==> src/rtl/msadc_pkg.sv <==
// Shared types of the multislope sequencer.
package msadc_pkg;
    typedef enum logic [1:0] {
        ST_DITHER = 2'd0,
        ST_PRE    = 2'd1,
        ST_PWM    = 2'd2,
        ST_POST   = 2'd3
    } seq_state_t;
endpackage

==> src/rtl/msadc_sync.sv <==
// Two-flop synchronizer for the comparator.
// Assumes the input is asynchronous and slow compared with clk.
module msadc_sync (
    input  logic clk,
    input  logic rst_n,
    input  logic d_async,
    output logic q_sync
);
    logic s1_q, s2_q;

    // shift the async level through two flops
    always_ff @(posedge clk) begin
        if (!rst_n) begin
            s1_q <= 1'b0;
            s2_q <= 1'b0;
        end else begin
            s1_q <= d_async;
            s2_q <= s1_q;
        end
    end

    assign q_sync = s2_q;
endmodule

==> src/rtl/msadc_pwm.sv <==
// Balancing engine: runs fixed-length periods with two duty levels and
// counts the periods in which reference B gets the long phase.
// Assumes load and go are never high together.
module msadc_pwm #(
    parameter int LONG_CLKS  = 30,
    parameter int SHORT_CLKS = 2,
    parameter int CNT_W      = 32
) (
    input  logic             clk,
    input  logic             rst_n,
    input  logic             load,
    input  logic [CNT_W-1:0] n_in,
    input  logic             go,
    input  logic             cmp_s,
    output logic             sw_a,
    output logic             sw_b,
    output logic             last,
    output logic             empty,
    output logic [CNT_W-1:0] bcount
);
    localparam int PERIOD = LONG_CLKS + SHORT_CLKS;
    localparam int PH_W   = $clog2(PERIOD);
    localparam logic [PH_W-1:0] PH_LAST  = PH_W'(PERIOD - 1);
    localparam logic [PH_W:0]   LEN_LONG  = (PH_W + 1)'(LONG_CLKS);
    localparam logic [PH_W:0]   LEN_SHORT = (PH_W + 1)'(SHORT_CLKS);

    logic [PH_W-1:0]  ph_q;
    logic             dir_q;
    logic [CNT_W-1:0] left_q;
    logic [CNT_W-1:0] cnt_q;
    logic             dir_now;
    logic [PH_W:0]    a_len;

    // decision is live in the first clock, held afterwards
    always_comb begin
        dir_now = (ph_q == '0) ? cmp_s : dir_q;
        a_len   = dir_now ? LEN_LONG : LEN_SHORT;
    end

    assign sw_a   = go && ({1'b0, ph_q} < a_len);
    assign sw_b   = go && !({1'b0, ph_q} < a_len);
    assign last   = go && (ph_q == PH_LAST) && (left_q == CNT_W'(1));
    assign empty  = (left_q == '0);
    assign bcount = cnt_q;

    // phase, direction, remaining periods and B-long count
    always_ff @(posedge clk) begin
        if (!rst_n) begin
            ph_q   <= '0;
            dir_q  <= 1'b0;
            left_q <= '0;
            cnt_q  <= '0;
        end else if (load) begin
            ph_q   <= '0;
            left_q <= n_in;
            cnt_q  <= '0;
        end else if (go) begin
            if (ph_q == PH_LAST) begin
                ph_q   <= '0;
                left_q <= left_q - CNT_W'(1);
            end else begin
                ph_q <= ph_q + PH_W'(1);
            end
            if (ph_q == '0) begin
                dir_q <= cmp_s;
                if (!cmp_s) cnt_q <= cnt_q + CNT_W'(1);
            end
        end
    end

    assert_phase_wrap_R3: assert property (@(posedge clk) disable iff (!rst_n)
        (go && !load && ph_q == PH_LAST) |=> (ph_q == '0));
    assert_count_step_R4: assert property (@(posedge clk) disable iff (!rst_n)
        (go && !load && ph_q == '0 && !cmp_s) |=> (cnt_q == $past(cnt_q) + CNT_W'(1)));
    assert_a_first_R3: assert property (@(posedge clk) disable iff (!rst_n)
        (go && ph_q == '0) |-> sw_a);
endmodule

==> src/rtl/msadc_dither.sv <==
// Idle dither loop: steers the reference that drives the integrator
// back toward zero, refreshing its choice every DITHER_CLKS clocks.
module msadc_dither #(
    parameter int DITHER_CLKS = 4
) (
    input  logic clk,
    input  logic rst_n,
    input  logic en,
    input  logic cmp_s,
    output logic sw_a,
    output logic sw_b
);
    localparam int DW = (DITHER_CLKS > 1) ? $clog2(DITHER_CLKS) : 1;
    localparam logic [DW-1:0] T_LAST = DW'(DITHER_CLKS - 1);

    logic [DW-1:0] tmr_q;
    logic          pol_q;

    // refresh timer and polarity latch
    always_ff @(posedge clk) begin
        if (!rst_n) begin
            tmr_q <= '0;
            pol_q <= 1'b0;
        end else if (en) begin
            if (tmr_q == T_LAST) begin
                tmr_q <= '0;
                pol_q <= cmp_s;
            end else begin
                tmr_q <= tmr_q + DW'(1);
            end
        end
    end

    assign sw_a = en && pol_q;
    assign sw_b = en && !pol_q;

    assert_dither_hold_R9: assert property (@(posedge clk) disable iff (!rst_n)
        (en && $past(en) && tmr_q != '0) |-> $stable(pol_q));
endmodule

==> src/rtl/msadc_seq.sv <==
// Multislope sequencer top: request intake, residue handshakes,
// balancing periods and idle dither. Assumes res_done answers a held
// res_start, and that cmp_in is the raw integrator comparator.
module msadc_seq #(
    parameter int LONG_CLKS   = 30,
    parameter int SHORT_CLKS  = 2,
    parameter int CNT_W       = 32,
    parameter int DITHER_CLKS = 4
) (
    input  logic             clk,
    input  logic             rst_n,
    input  logic             cmp_in,
    input  logic             req_valid,
    input  logic [CNT_W-1:0] req_count,
    output logic             req_ready,
    output logic             res_start,
    input  logic             res_done,
    output logic             sw_a,
    output logic             sw_b,
    output logic             sw_in,
    output logic             result_valid,
    output logic [CNT_W-1:0] result_count
);
    import msadc_pkg::*;

    seq_state_t       st_q, st_d;
    logic             cmp_s;
    logic             load, pwm_go, pwm_last, pwm_empty;
    logic             pa, pb, da, db;
    logic [CNT_W-1:0] bcount;
    logic             pub;
    logic             rv_q;
    logic [CNT_W-1:0] rc_q;

    msadc_sync u_sync (
        .clk     (clk),
        .rst_n   (rst_n),
        .d_async (cmp_in),
        .q_sync  (cmp_s)
    );

    msadc_pwm #(
        .LONG_CLKS  (LONG_CLKS),
        .SHORT_CLKS (SHORT_CLKS),
        .CNT_W      (CNT_W)
    ) u_pwm (
        .clk    (clk),
        .rst_n  (rst_n),
        .load   (load),
        .n_in   (req_count),
        .go     (pwm_go),
        .cmp_s  (cmp_s),
        .sw_a   (pa),
        .sw_b   (pb),
        .last   (pwm_last),
        .empty  (pwm_empty),
        .bcount (bcount)
    );

    msadc_dither #(
        .DITHER_CLKS (DITHER_CLKS)
    ) u_dith (
        .clk   (clk),
        .rst_n (rst_n),
        .en    (st_q == ST_DITHER),
        .cmp_s (cmp_s),
        .sw_a  (da),
        .sw_b  (db)
    );

    assign req_ready = (st_q == ST_DITHER);
    assign load      = req_ready && req_valid;
    assign pwm_go    = (st_q == ST_PWM);

    // next-state selection and publish strobe
    always_comb begin
        st_d = st_q;
        pub  = 1'b0;
        unique case (st_q)
            ST_DITHER: if (req_valid) st_d = ST_PRE;
            ST_PRE: if (res_done) begin
                if (pwm_empty) begin
                    st_d = ST_POST;
                    pub  = 1'b1;
                end else begin
                    st_d = ST_PWM;
                end
            end
            ST_PWM: if (pwm_last) begin
                st_d = ST_POST;
                pub  = 1'b1;
            end
            ST_POST: if (res_done) st_d = ST_DITHER;
            default: st_d = ST_DITHER;
        endcase
    end

    // state and result registers
    always_ff @(posedge clk) begin
        if (!rst_n) begin
            st_q <= ST_DITHER;
            rv_q <= 1'b0;
            rc_q <= '0;
        end else begin
            st_q <= st_d;
            rv_q <= pub;
            if (pub) rc_q <= bcount;
        end
    end

    assign res_start    = (st_q == ST_PRE) || (st_q == ST_POST);
    assign sw_a         = pa | da;
    assign sw_b         = pb | db;
    assign sw_in        = pwm_go;
    assign result_valid = rv_q;
    assign result_count = rc_q;

    assert_ab_exclusive_R2: assert property (@(posedge clk) disable iff (!rst_n)
        !(sw_a && sw_b));
    assert_in_not_reading_R8: assert property (@(posedge clk) disable iff (!rst_n)
        sw_in |-> !res_start && !req_ready);
    assert_valid_pulse_R5: assert property (@(posedge clk) disable iff (!rst_n)
        result_valid |=> !result_valid);
    assert_start_held_R6: assert property (@(posedge clk) disable iff (!rst_n)
        (res_start && !res_done) |=> res_start);
    assert_quiet_reading_R7: assert property (@(posedge clk) disable iff (!rst_n)
        res_start |-> !sw_a && !sw_b && !sw_in);
    assert_ready_idle_R10: assert property (@(posedge clk) disable iff (!rst_n)
        req_ready |-> !res_start && !sw_in);
endmodule

==> config.mk <==
export PLATFORM = sky130hd
export DESIGN_NAME = msadc_seq
export DESIGN_NICKNAME = d
export VERILOG_FILES = /design/src/rtl/msadc_pkg.sv /design/src/rtl/msadc_sync.sv /design/src/rtl/msadc_pwm.sv /design/src/rtl/msadc_dither.sv /design/src/rtl/msadc_seq.sv
export SDC_FILE = /design/constraint.sdc
export NUM_CORES = 1
export LEC_CHECK = 0
export ABC_AREA = 1
export BUFFER_PORTS_ARGS = -buffer_cell sky130_fd_sc_hd__buf_4
export CORE_UTILIZATION = 57
export CTS_CLUSTER_SIZE = 40
export DETAILED_ROUTE_END_ITERATION = 6
export PLACE_DENSITY_LB_ADDON = 0.2
export SYNTH_ARGS = -nofsm -noshare
export SYNTH_HDL_FRONTEND = slang
export SYNTH_SLANG_ARGS = --single-unit
==> constraint.sdc <==
create_clock -name clk -period 2.6 [get_ports clk]
set_input_delay 0.26 -clock clk [delete_from_list [all_inputs] [get_ports clk]]
set_output_delay 0.26 -clock clk [all_outputs]
set_load 0.02 [all_outputs]
==> flow_summary.yaml <==
worst_setup_path:
  criticalPathCategory: "register to register"
  critPathMaxFanout: 64
  start_kind: "register"
  rrSetupSlack_ps: 330
  reg2reg_depth: 12
  cp.arrival_ps: 2550
  required_ps: 2890
  endpoint_kind: "register"
layout:
  final_cell_mix: "228 x nand2_1, 157 x nor2_1, 117 x inv_1"
  nets: 1072
  final_common_cell: "nand2_1"
  design_area_um2: 7000
  drive_gt1_share_pct: 12.4
  diodes: 0
  nFillCells: 1012
  syn_to_final_growth_pct: 11.6
  utilization_pct: 66.6
power:
  p_per_area_nw_per_um2: 982
  power_mw: 6.88
  power.leakage_nw: 3.04
  vdd_ir_drop_max_mv: 0.874
logic_synthesis:
  ys_ff_latch: 110
  synth_fp_nets: 1015
  synth_seq_area_share_pct: 35.1
  yosysTopAreaCell: "dfxtp_1"
  synth_area_leaders: "dfxtp_1 35%, nand2_1 14%, nor2_1 9.4%"
  synth_top_area_share_pct: 35.1
  avgSynthCellArea_um2: 6.50
  synth_area_um2: 6280
  synth_warnings: 0
  yosysUniqueCellTypes: 39
  synthCells: 966
timing:
  setup_ws_ps: 334
  rsz0062_at_grt: "no"
  maxSlewViolCount: 0
  tightestPinTransition_ps: 865
  tns_ps: 0
  max_slew_margin_pct: 42.3
  period_minus_slack_ps: 2270
  max_freq_mhz: 441
  period_share_pct: 87.1
  hold_violations: 0
  setup_viol: 0
  fin_skew_ps: 9.53
cts:
  root_buffer: "clkbuf_8"
  clk_pin_slew_ps: 100
  cts_resized: 0
  clkLatencyLatePin_ps: 390
  cts_setup_buffers: 0
  h-tree-depth: 3
  cts_buffers: 9
  clkSinkCount: 110
  hold_buffers: 0
  cts_buffer_depth: 2
  cts_tree: "built"
routing:
  drtIter0Drc: 415
  met3_length_um: 1050
  vias_per_cell: 5.27
  route.detailed.drc: 0
  dr.pass1.iters: 5
  wirelength_met1_um: 7410
  wirelength_um: 15300
  wl_met2_um: 6590
  vias: 6134
  highest_layer: "met4"
  detail-route-antenna-nets: 0
  wl_per_cell_um: 13.1
placed_design:
  gp_congestion: 0.933
  pre_cts_ws_ps: 416
  placed_area_um2: 6770
  hpwl_um: 11200
  io_buffers: 74
global_routing:
  grt_antenna_before_repair: 0
  grt_use_total_pct: 27.9
  grt_pass1_vias: 5580
  overflow: 0
  grt_pass1_wl_um: 25600
  grt_max_degree: 65
die:
  die_area_um2: 11400
  die_y_um: 107
  core-area_um2: 10500
  start_util_pct: 59.7
  num_rows: 37
  ios: 75
  die_x_um: 107
job:
  cap_viol_max_count: 0
worst_hold_path:
  min_path_type: "primary input to register"
  whs_path_depth: 3
outcome:
  outcome: "complete, no violations"
cell usage after synthesis, drive strengths merged:
master / number
dfxtp: 110
nand3: 71
o21ai: 65
ha: 12
nand3b: 1
nor3: 24
nand4: 11
inv: 120
nor3b: 1
nor4: 2
o21bai: 1
o221ai: 1
buf: 20
clkbuf: 15
a211oi: 2
nand2: 234
nor2: 170
xor2: 14
o211ai: 8
or2: 5
o22ai: 11
a21oi: 67
a22o: 1
power by group:
part,internal (mW),switching (mW)
clock network,0.576,0.609
logic,1.17,2.36
registers,1.92,0.239
total,3.67,3.21
path summary, 6_finish.rpt:
path	to	from
max	result_count[20]	u_pwm.ph_q[0]
min	u_sync.s1_q	cmp_in
max reg2reg	result_count[20]	u_pwm.ph_q[0]
min reg2reg	u_sync.q_sync	u_sync.s1_q
cell families (layout without fill, tap and decap cells):
kind of cell             count (synthesis)  after routing  share of synthesized area (%)
AO/OA/AOI/OAI                          156            156                           13.2
XOR/XNOR                                14             14                           1.95
adder cells (fa/ha/maj)                 12             12                           2.39
buffers and inverters                  155            217                           11.9
flip-flops                             110            110                           35.1
AND/OR/NAND/NOR                        519            519                           35.4
flip-flops by register name, summed over array words and instances, names as in the netlist, 2 cells and up:
| register | cells |
|---|---|
| st_q | 2 |
| u_pwm.bcount | 32 |
| result_count | 32 |
| u_dith.tmr_q | 2 |
| u_pwm.left_q | 32 |
| u_pwm.ph_q | 5 |
layout make-up:
class                      instances  area (µm²)  area share (%)
inverter                         120         450            6.43
sequential                       110        2200            31.4
clock buffer                      10         138            1.97
tap                              136         170            2.43
clock inverter                     6        93.8            1.34
timing repair buffer              81         621            8.86
multi-input combinational        701        3330            47.5
per-stage QoR:
stage	hold WS [ps]	instances
after floorplan	358	966
after global placement	446	1148
after detailed placement	441	1148
after CTS	81.3	1164
after global routing	80.5	1164
final	94.5	1164
worst max-delay path, cell delays in order (launching register included):
cell	delay (ps)
dfxtp_1	390
ha_1	200
inv_1	60
nor3_1	130
ha_1	190
nand2_2	100
nor2_2	170
nand3_2	100
or2_4	260
nand2_8	290
nand3_1	140
nand2_1	80
nor2_1	40
routing by layer:
| metal | global-route usage (%) | vias up |
|---|---|---|
| li1 | - | 3194 |
| met5 | 0 | - |
| met4 | 7.83 | 0 |
| met3 | 6.32 | 25 |
| met2 | 43.9 | 199 |
| met1 | 38.4 | 2716 |
Note: power is estimated with default switching activity, not from simulation.
